--- src/rtl/alu16_pkg.sv ---
`timescale 1ns/1ps
package alu16_pkg;

    localparam int ALU_W  = 16;
    localparam int OP_W   = 5;
    localparam int FN_W   = OP_W - 1;

    typedef enum logic [FN_W-1:0] {
        FN_ADD  = 4'd0,
        FN_ADC  = 4'd1,
        FN_SUB  = 4'd2,
        FN_CMP  = 4'd3,
        FN_NEG  = 4'd4,
        FN_COM  = 4'd5,
        FN_AND  = 4'd6,
        FN_XOR  = 4'd7,
        FN_SLL  = 4'd8,
        FN_SLLC = 4'd9,
        FN_SLR  = 4'd10,
        FN_SAR  = 4'd11,
        FN_RLC  = 4'd12,
        FN_RRC  = 4'd13,
        FN_RSV0 = 4'd14,
        FN_RSV1 = 4'd15
    } alu_fn_e;

    typedef struct packed {
        logic s;
        logic z;
        logic c;
        logic v;
    } alu_flags_t;

    function automatic alu_fn_e fn_of(input logic [OP_W-1:0] op);
        return alu_fn_e'(op[OP_W-1:1]);
    endfunction

    function automatic logic is_reserved(input alu_fn_e fn);
        return (fn == FN_RSV0) || (fn == FN_RSV1);
    endfunction

endpackage

--- src/rtl/alu16_adder.sv ---
`timescale 1ns/1ps
module alu16_adder
    import alu16_pkg::*;
#(
    parameter int W = ALU_W
) (
    input  alu_fn_e        fn,
    input  logic [W-1:0]   a,
    input  logic [W-1:0]   b,
    input  logic           cin,
    output logic [W-1:0]   sum,
    output logic           cout,
    output logic           vout
);
    localparam int WW = W + 1;

    logic [W-1:0]  x, y;
    logic          ci;
    logic [WW-1:0] wide;

    always_comb begin
        x  = a;
        y  = b;
        ci = 1'b0;
        unique case (fn)
            FN_ADC:         ci = cin;
            FN_SUB, FN_CMP: begin y = ~b; ci = 1'b1; end
            FN_NEG:         begin x = '0; y = ~a; ci = 1'b1; end
            default:        ;
        endcase
    end

    assign wide = {1'b0, x} + {1'b0, y} + {{W{1'b0}}, ci};
    assign sum  = wide[W-1:0];
    assign cout = wide[W];
    assign vout = (x[W-1] == y[W-1]) && (wide[W-1] != x[W-1]);

endmodule

--- src/rtl/alu16_logic.sv ---
`timescale 1ns/1ps
module alu16_logic
    import alu16_pkg::*;
#(
    parameter int W = ALU_W
) (
    input  alu_fn_e        fn,
    input  logic [W-1:0]   a,
    input  logic [W-1:0]   b,
    output logic [W-1:0]   res
);
    always_comb begin
        unique case (fn)
            FN_COM:  res = ~a;
            FN_AND:  res = a & b;
            FN_XOR:  res = a ^ b;
            default: res = a;
        endcase
    end
endmodule

--- src/rtl/alu16_shifter.sv ---
`timescale 1ns/1ps
module alu16_shifter
    import alu16_pkg::*;
#(
    parameter int W = ALU_W
) (
    input  alu_fn_e        fn,
    input  logic           dbl,
    input  logic [W-1:0]   a,
    input  logic           cin,
    input  logic           vin,
    output logic [W-1:0]   res,
    output logic           cout,
    output logic           vout
);
    logic [W-1:0] shl, shr, sar;

    assign shl = dbl ? (a << 2) : (a << 1);
    assign shr = dbl ? (a >> 2) : (a >> 1);
    assign sar = dbl ? W'($signed(a) >>> 2) : W'($signed(a) >>> 1);

    always_comb begin
        res  = a;
        cout = 1'b0;
        vout = 1'b0;
        unique case (fn)
            FN_SLL:  res = shl;
            FN_SLLC: begin
                res  = shl;
                cout = a[W-1];
                vout = a[W-2];
            end
            FN_SLR:  res = shr;
            FN_SAR:  res = sar;
            FN_RLC:  begin
                res  = dbl ? {a[W-3:0], cin, vin} : {a[W-2:0], cin};
                cout = a[W-1];
                vout = a[W-2];
            end
            FN_RRC:  begin
                res  = dbl ? {vin, cin, a[W-1:2]} : {cin, a[W-1:1]};
                cout = a[0];
                vout = a[1];
            end
            default: ;
        endcase
    end
endmodule

--- src/rtl/alu16_core.sv ---
`timescale 1ns/1ps
module alu16_core
    import alu16_pkg::*;
#(
    parameter int W = ALU_W
) (
    input  logic            clk,
    input  logic            rst,
    input  logic [OP_W-1:0] op_i,
    input  logic [W-1:0]    a_i,
    input  logic [W-1:0]    b_i,
    input  logic            carry_i,
    input  logic            flag_we_i,
    output logic [W-1:0]    result_o,
    output logic            result_we_o,
    output logic            flag_s_o,
    output logic            flag_z_o,
    output logic            flag_c_o,
    output logic            flag_v_o
);
    alu_fn_e     fn;
    logic        dbl;
    alu_flags_t  flags_q, flags_n, upd;
    logic [W-1:0] add_sum, log_res, sh_res, res;
    logic        add_c, add_v, sh_c, sh_v;

    assign fn  = fn_of(op_i);
    assign dbl = op_i[0];

    alu16_adder #(.W(W)) u_add (
        .fn(fn), .a(a_i), .b(b_i), .cin(carry_i),
        .sum(add_sum), .cout(add_c), .vout(add_v)
    );

    alu16_logic #(.W(W)) u_log (
        .fn(fn), .a(a_i), .b(b_i), .res(log_res)
    );

    alu16_shifter #(.W(W)) u_sh (
        .fn(fn), .dbl(dbl), .a(a_i), .cin(carry_i), .vin(flags_q.v),
        .res(sh_res), .cout(sh_c), .vout(sh_v)
    );

    always_comb begin
        res         = a_i;
        result_we_o = 1'b1;
        upd         = '{s: 1'b1, z: 1'b1, c: 1'b0, v: 1'b0};
        flags_n.c   = flags_q.c;
        flags_n.v   = flags_q.v;
        unique case (fn)
            FN_ADD, FN_ADC, FN_SUB, FN_NEG: begin
                res       = add_sum;
                upd.c     = 1'b1;
                upd.v     = 1'b1;
                flags_n.c = add_c;
                flags_n.v = add_v;
            end
            FN_CMP: begin
                res         = add_sum;
                result_we_o = 1'b0;
                upd.c       = 1'b1;
                upd.v       = 1'b1;
                flags_n.c   = add_c;
                flags_n.v   = add_v;
            end
            FN_COM, FN_AND, FN_XOR: res = log_res;
            FN_SLL, FN_SLR, FN_SAR: res = sh_res;
            FN_SLLC, FN_RLC, FN_RRC: begin
                res       = sh_res;
                upd.c     = 1'b1;
                upd.v     = dbl;
                flags_n.c = sh_c;
                flags_n.v = sh_v;
            end
            default: begin
                result_we_o = 1'b0;
                upd         = '0;
            end
        endcase
        flags_n.s = res[W-1];
        flags_n.z = (res == '0);
    end

    assign result_o = res;

    always_ff @(posedge clk) begin
        if (rst) begin
            flags_q <= '0;
        end else if (flag_we_i) begin
            if (upd.s) flags_q.s <= flags_n.s;
            if (upd.z) flags_q.z <= flags_n.z;
            if (upd.c) flags_q.c <= flags_n.c;
            if (upd.v) flags_q.v <= flags_n.v;
        end
    end

    assign flag_s_o = flags_q.s;
    assign flag_z_o = flags_q.z;
    assign flag_c_o = flags_q.c;
    assign flag_v_o = flags_q.v;


    a_r1_reset_clear: assert property (@(posedge clk) disable iff (rst)
        $past(rst) |-> (flags_q == '0));


    a_r11_hold_without_we: assert property (@(posedge clk) disable iff (rst)
        !flag_we_i |=> $stable(flags_q));


    a_r12_reserved_keeps_flags: assert property (@(posedge clk) disable iff (rst)
        is_reserved(fn) |=> $stable(flags_q));

    a_r12_reserved_no_write: assert property (@(posedge clk) disable iff (rst)
        is_reserved(fn) |-> !result_we_o);


    a_r4_cmp_no_write: assert property (@(posedge clk) disable iff (rst)
        (fn == FN_CMP) |-> !result_we_o);


    a_r6_zero_tracks_result: assert property (@(posedge clk) disable iff (rst)
        (flag_we_i && !is_reserved(fn)) |=> (flag_z_o == ($past(result_o) == '0)));


    a_r5_neg_min_overflow: assert property (@(posedge clk) disable iff (rst)
        (flag_we_i && fn == FN_NEG && a_i == {1'b1, {(W-1){1'b0}}}) |=> flag_v_o);

endmodule

--- config.mk ---
export PLATFORM = sky130hd
export DESIGN_NAME = alu16_core
export DESIGN_NICKNAME = d
export VERILOG_FILES = /design/src/rtl/alu16_pkg.sv /design/src/rtl/alu16_adder.sv /design/src/rtl/alu16_logic.sv /design/src/rtl/alu16_shifter.sv /design/src/rtl/alu16_core.sv
export SDC_FILE = /design/constraint.sdc
export NUM_CORES = 1
export LEC_CHECK = 0
export ABC_AREA = 0
export CORE_UTILIZATION = 50
export DETAILED_ROUTE_END_ITERATION = 12
export PLACE_DENSITY = 0.9
export SYNTH_ARGS = -nofsm -noshare
export SYNTH_HDL_FRONTEND = slang
export SYNTH_SLANG_ARGS = --single-unit
--- constraint.sdc ---
create_clock -name clk -period 6.3 [get_ports clk]
set_input_delay 0.63 -clock clk [delete_from_list [all_inputs] [get_ports clk]]
set_output_delay 0.63 -clock clk [all_outputs]
set_load 0.01 [all_outputs]
---- Word-level counts from Yosys, hierarchy flattened ----
Cells that the tools add are included.
word-level totals
  logic and storage cells ................. 60
  bits of input ports ..................... 41
  register bits after elaboration ......... 4
operators by class
  add/sub/neg operators ................... 2
  bitwise operators ....................... 4
  reduce and logical (&&, ||, !) cells .... 18
  mux-type cells .......................... 17
  equal/unequal tests ..................... 15
operators by type and width
  cell                  count
  $pmux W16 S3          2
  $pmux W16 S5          1
  $mux W16              4
  $not A16 Y16          2
  $pmux W16 S2          1
  $eq A4 B4 Y1 const B  6
  $add A16 B16 Y17      1
  $add A17 B1 Y17       1
  $and A16 B16 Y16      1
  $eq A4 B3 Y1 const B  4
  $logic_not A16 Y1     1
  $xor A16 B16 Y16      1
  $mux W15              1
  $mux W14              1
  $reduce_or A14 Y1     1
  $reduce_or A13 Y1     1
  $reduce_or A3 Y1      3
  $eq A4 B2 Y1 const B  2
  $pmux W2 S2           2
  $pmux W1 S2           3
  $reduce_and A3 Y1     2
  $reduce_or A2 Y1      3
  $reduce_or A6 Y1      1
  $reduce_or A5 Y1      1
  9 further kinds       10

---- Depth between registers and ports, before layout ----
  word-level depth ........................ 8
  mapped depth ............................ 17
  mapped depth without buffers ............ 16

---- By module ----
From an unflattened synthesis, not the netlist that was laid out.
second synthesis, totals
  cells, all modules ...................... 547
  area total of the unflattened synthesis .. 3,642.2 µm²
by module, submodules not included
  module         sequential area each (µm²)  area each (µm²)  cells an instance  times used
  alu16_adder    0.0                         1,139.8          181                1
  alu16_core     80.1                        893.4            134                1
  alu16_shifter  0.0                         848.3            121                1
  alu16_logic    0.0                         760.7            111                1

---- Least setup slack after synthesis ----
OpenSTA, ideal clock, no wires.
  path type ............................... in2reg
  start ................................... in op_i[2]
  end ..................................... reg flags_q (netlist bit flag_z_o)
  arrival time ............................ 4,708 ps
  setup time .............................. 84 ps
  slack ................................... 1,508 ps
  required time ........................... 6,216 ps
  stages on the path ...................... 15
  cells stage by stage .................... buf_2 > buf_2 > buf_1 > buf_1 > a211oi_1 > nor3_1 > fa_1 > fa_1 > xnor2_1 > o22ai_1 > o32a_1 > or4b_1 > or4_1 > or4_1 > o31ai_2
on the way
  word-level cells in the longest chain between the ends .. 7
RTL lines
  element                RTL line                             text
  start: declaration     alu16_core.sv:9                      input logic [OP_W-1:0] op_i,
  $eq A4 B2 Y1           alu16_adder.sv:25, alu16_core.sv:50
  $reduce_or A2 Y1       n/a
  $pmux W16 S2           alu16_adder.sv:25                    unique case (fn)
  $add A16 B16 Y17       alu16_adder.sv:33                    assign wide = {1'b0, x} + {1'b0, y} + {{W{1'b0}}, ci};
  $add A17 B1 Y17        alu16_adder.sv:33
  $pmux W16 S3 (*)       alu16_core.sv:50                     unique case (fn)
  net result_o[2]        alu16_core.sv:14                     output logic [W-1:0] result_o,
  $logic_not A16 Y1 (*)  alu16_core.sv:81                     flags_n.z = (res == '0);
  end: declaration       alu16_core.sv:23                     alu_flags_t flags_q, flags_n, upd;
Mark *: on every way through the listed nets, which the timed path passes. The rest lies on a longest branch.
A chain may end at the register's enable or synchronous reset.

---- Worst setup path in the final report ----
  start ................................... in op_i[3]
  end ..................................... out result_o[12]
on the way
  word-level cells in the longest chain between the ends .. 6
RTL lines
  element           RTL line
  $eq A4 B2 Y1      alu16_adder.sv:25, alu16_core.sv:50
  $reduce_or A2 Y1  n/a
  $pmux W16 S2      alu16_adder.sv:25
  $add A16 B16 Y17  alu16_adder.sv:33
  $add A17 B1 Y17   alu16_adder.sv:33
  $pmux W16 S3 (*)  alu16_core.sv:50
  end: declaration  alu16_core.sv:14
Mark *: on every way between the ends. The rest lies on a longest branch, timed or not.

==> metrics.txt <==
clock skew approximately 0.23 ps; postcts setup bufs 0; Period minus WS final approximately 5700 ps; Mean Syn Cell Area 6.61 sq um; critical path launch point type input port; register area share after synthesis 2.67%; clock share of power 12.2%; vias 3838; Async SR Flop Fraction 0%; PortBufs ~60; CP max stage cell clkdlybuf4s50_1; Critical Path Fanout Max 32; Gate power share 81.6%; Max-slew headroom between 30% and 40%; Buf+Inv Stages, Crit Path 4; Cell Int Power about 240 uW; r2r startpoint flag_v_o; gr ovfl total 0; Max Transition Viols Final 0; DP Worst Slack around 570 ps; H-Tree Level Count 1; most common cell after layout, fill and taps aside clkdlybuf4s50_1; CTS tree done; most frequent cells in the layout 60 x clkdlybuf4s50_1, 55 x o21ai_0, 44 x nor2_1; DIE HEIGHT 79.5 um; Worst EP required 5670 ps; worst hold path class flip-flop to flip-flop; Clock Latency Late Sink 220 ps; Yosys Warn Count 0; cells after synthesis 454; ys flop type dfxtp_1; Worst-Margin Slew 939 ps; RSZ-0062 raised after global routing no; DP HPWL roughly 7600 um; via count of the first global-routing pass 3477; Post-CTS Resized 0; P per Cell Area 123 nW/um^2; crit path cell chain clkdlybuf4s50_1 -> buf_4 -> nor2b_1 -> nand2_1 -> buf_4 -> and2_1 -> fa_1 -> fa_1 -> a211o_1 -> a21o_1 -> a31o_2 -> a21oi_1 -> o21bai_1 -> xnor2_1 -> o21ai_0 -> o21a_1 -> clkdlybuf4s50_1; net load switching power 215 uW; Final #Nets 576; Final Hold Viols 0; final setup margin 559 ps; # hold bufs at CTS 0; hold_sp flag_s_o; post-route cell area 3680 sq um; largest net degree at the start of global routing 36; Reg clk slew, reported paths 30 ps; fraction of layout cells with a size suffix above 1 approximately 5.0%; Post-DRT Antenna Nets 0; IO Count 62; Max Cap Viol 0; WHS Endpoint flag_s_o; final wirelength between 10000 and 15000 um; switch share 47.4%; period utilization 91.1%; peak supply drop 120 uV; Static Leak 1.47 nW; R2R cell count 8; Sink Count 4; die area between 6000 and 7000 sq um; drt pass-1 iters 6; outcome finished clean; DIE WIDTH a little under 80 um; hold path depth 2; fmax 174 MHz; Post-Syn Area 3000 sq um; DRC 0; CP top delay family compound AO/OA/AOI/OAI gates; Unique masters post-synth between 70 and 80; R2R setup slack 2940 ps; crit path DAT 5110 ps; Worst Setup End Kind output port; initial DRC count approximately 420; GP Congestion 0.994; Synth Net Count 528; Flop pwr share 6.2%; Max stage delay on crit path 530 ps; Initial Util 53.2%; Setup Crit Path Kind input port to output port; worst r2r dst flag_z_o; Clock Tree Root clkbuf_8; vias per inst 6.71; all-layer global routing usage 32.2%; Placement Cell Area 3640 sq um; EDFF count, synth 0; num rows 27; n_diodes 0; CTS buffer count 3; core area 5640 sq um; first-pass GRT wire length 16300 um; setup_tns 0 ps; final setup vio count 0; Area growth syn-to-layout 22.9%; FF+latch count, synth 4; Max Buffers Root-to-Sink 2; initial antenna violation count 0; per-cell routed wire length 17.8 um
cell usage after synthesis (3+ instances only):
| cell type | n | area, sq um |
|---|---|---|
| o21ai_0 | 55 | 275 |
| nor2_1 | 44 | 165 |
| nand2_1 | 41 | 154 |
| a21oi_1 | 39 | 195 |
| ha_1 | 31 | 388 |
| mux2i_1 | 25 | 250 |
| and2_1 | 21 | 131 |
| clkbuf_1 | 13 | 48.8 |
| nand3_1 | 11 | 55.1 |
| nor3_1 | 10 | 50.1 |
| o22ai_1 | 10 | 62.6 |
| buf_2 | 8 | 40.0 |
| inv_1 | 8 | 30.0 |
| nand2b_1 | 8 | 50.1 |
| a211oi_1 | 7 | 52.6 |
| nor2b_1 | 6 | 37.5 |
| xnor2_1 | 6 | 52.6 |
| a21o_1 | 5 | 37.5 |
| buf_1 | 5 | 18.8 |
| and3_1 | 4 | 25.0 |
| dfxtp_1 | 4 | 80.1 |
| o21a_1 | 4 | 30.0 |
| o21ai_1 | 4 | 20.0 |
| o221ai_1 | 4 | 35.0 |
| o22a_1 | 4 | 35.0 |
| o31a_1 | 4 | 35.0 |
| or3_1 | 4 | 25.0 |
| a211o_1 | 3 | 26.3 |
| a21boi_0 | 3 | 22.5 |
| a22oi_1 | 3 | 22.5 |
| o21bai_1 | 3 | 22.5 |
| o2bb2ai_1 | 3 | 26.3 |
| or4_1 | 3 | 22.5 |
| xor2_1 | 3 | 26.3 |
how the worst max path moves through the flow:
stage	start	endpoint	slack, ps	depth (start not counted)
after floorplan	op_i[2]	flag_z_o	1510	15
after global placement	op_i[3]	result_o[12]	730	17
after detailed placement	op_i[3]	result_o[12]	570	17
after CTS	op_i[3]	result_o[12]	590	17
after global routing	op_i[3]	result_o[12]	260	17
final	op_i[3]	result_o[12]	560	17
power by group through the flow:
stage	Clock, mW	Sequential [mW]	Combinational, mW
2_1_floorplan	0	0.0290	0.225
3_3_place_gp	0	0.0284	0.349
3_5_place_dp	0	0.0284	0.358
4_1_cts	0.0560	0.0282	0.361
5_1_grt	0.0558	0.0283	0.400
6_report	0.0553	0.0282	0.369
sequential cells by signal, indices dropped and copies added, names as in the netlist:
register / count
flag_c_o: 1
flag_s_o: 1
flag_v_o: 1
flag_z_o: 1
worst register-to-register path, cell delays in order (launching register included):
cell	delay, ps
dfxtp_1	320
mux2_4	270
a311o_1	360
o21a_1	200
nor4b_2	350
or4b_1	510
or4_1	560
or4_1	460
o31ai_2	220
per-layer routing:
metal  global-route usage (%)  wire, um  up-vias
met1                     41.0      4000     1741
met2                     54.2      4800      274
met5                        0         0        -
met3                     4.11      1180       28
met4                     13.1       226        0
li1                         -         -     1795
cell families after synthesis:
kind of cell | count (synthesis) | share of synthesized area (%)
mux | 29 | 10.3
simple gates | 170 | 28.5
buf+inv | 38 | 5.59
compound gates | 171 | 36.0
fa+ha+maj | 33 | 14.3
xor+xnor | 9 | 2.63
flops | 4 | 2.67
metrics by stage:
stage / hold slack [ps] / utilization (%) / power [mW] / std cells
2_1_floorplan: 520 / - / 0.254 / 454
3_3_place_gp: 473 / 64.6 / 0.377 / 569
3_5_place_dp: 493 / 64.6 / 0.387 / 569
4_1_cts: 500 / 65.3 / 0.445 / 572
5_1_grt: 528 / 65.3 / 0.484 / 572
6_report: 510 / 65.3 / 0.453 / 572
final cells by class:
class / instances / area, sq um
Sequential cell: 4 / 80.1
Multi-Input combinational cell: 412 / 2750
Inverter: 9 / 33.8
Timing Repair Buffer: 72 / 688
Clock buffer: 3 / 41.3
Tap cell: 72 / 90.1
Fill cell: 485 / 1960
(Power assumes the default switching activity.)
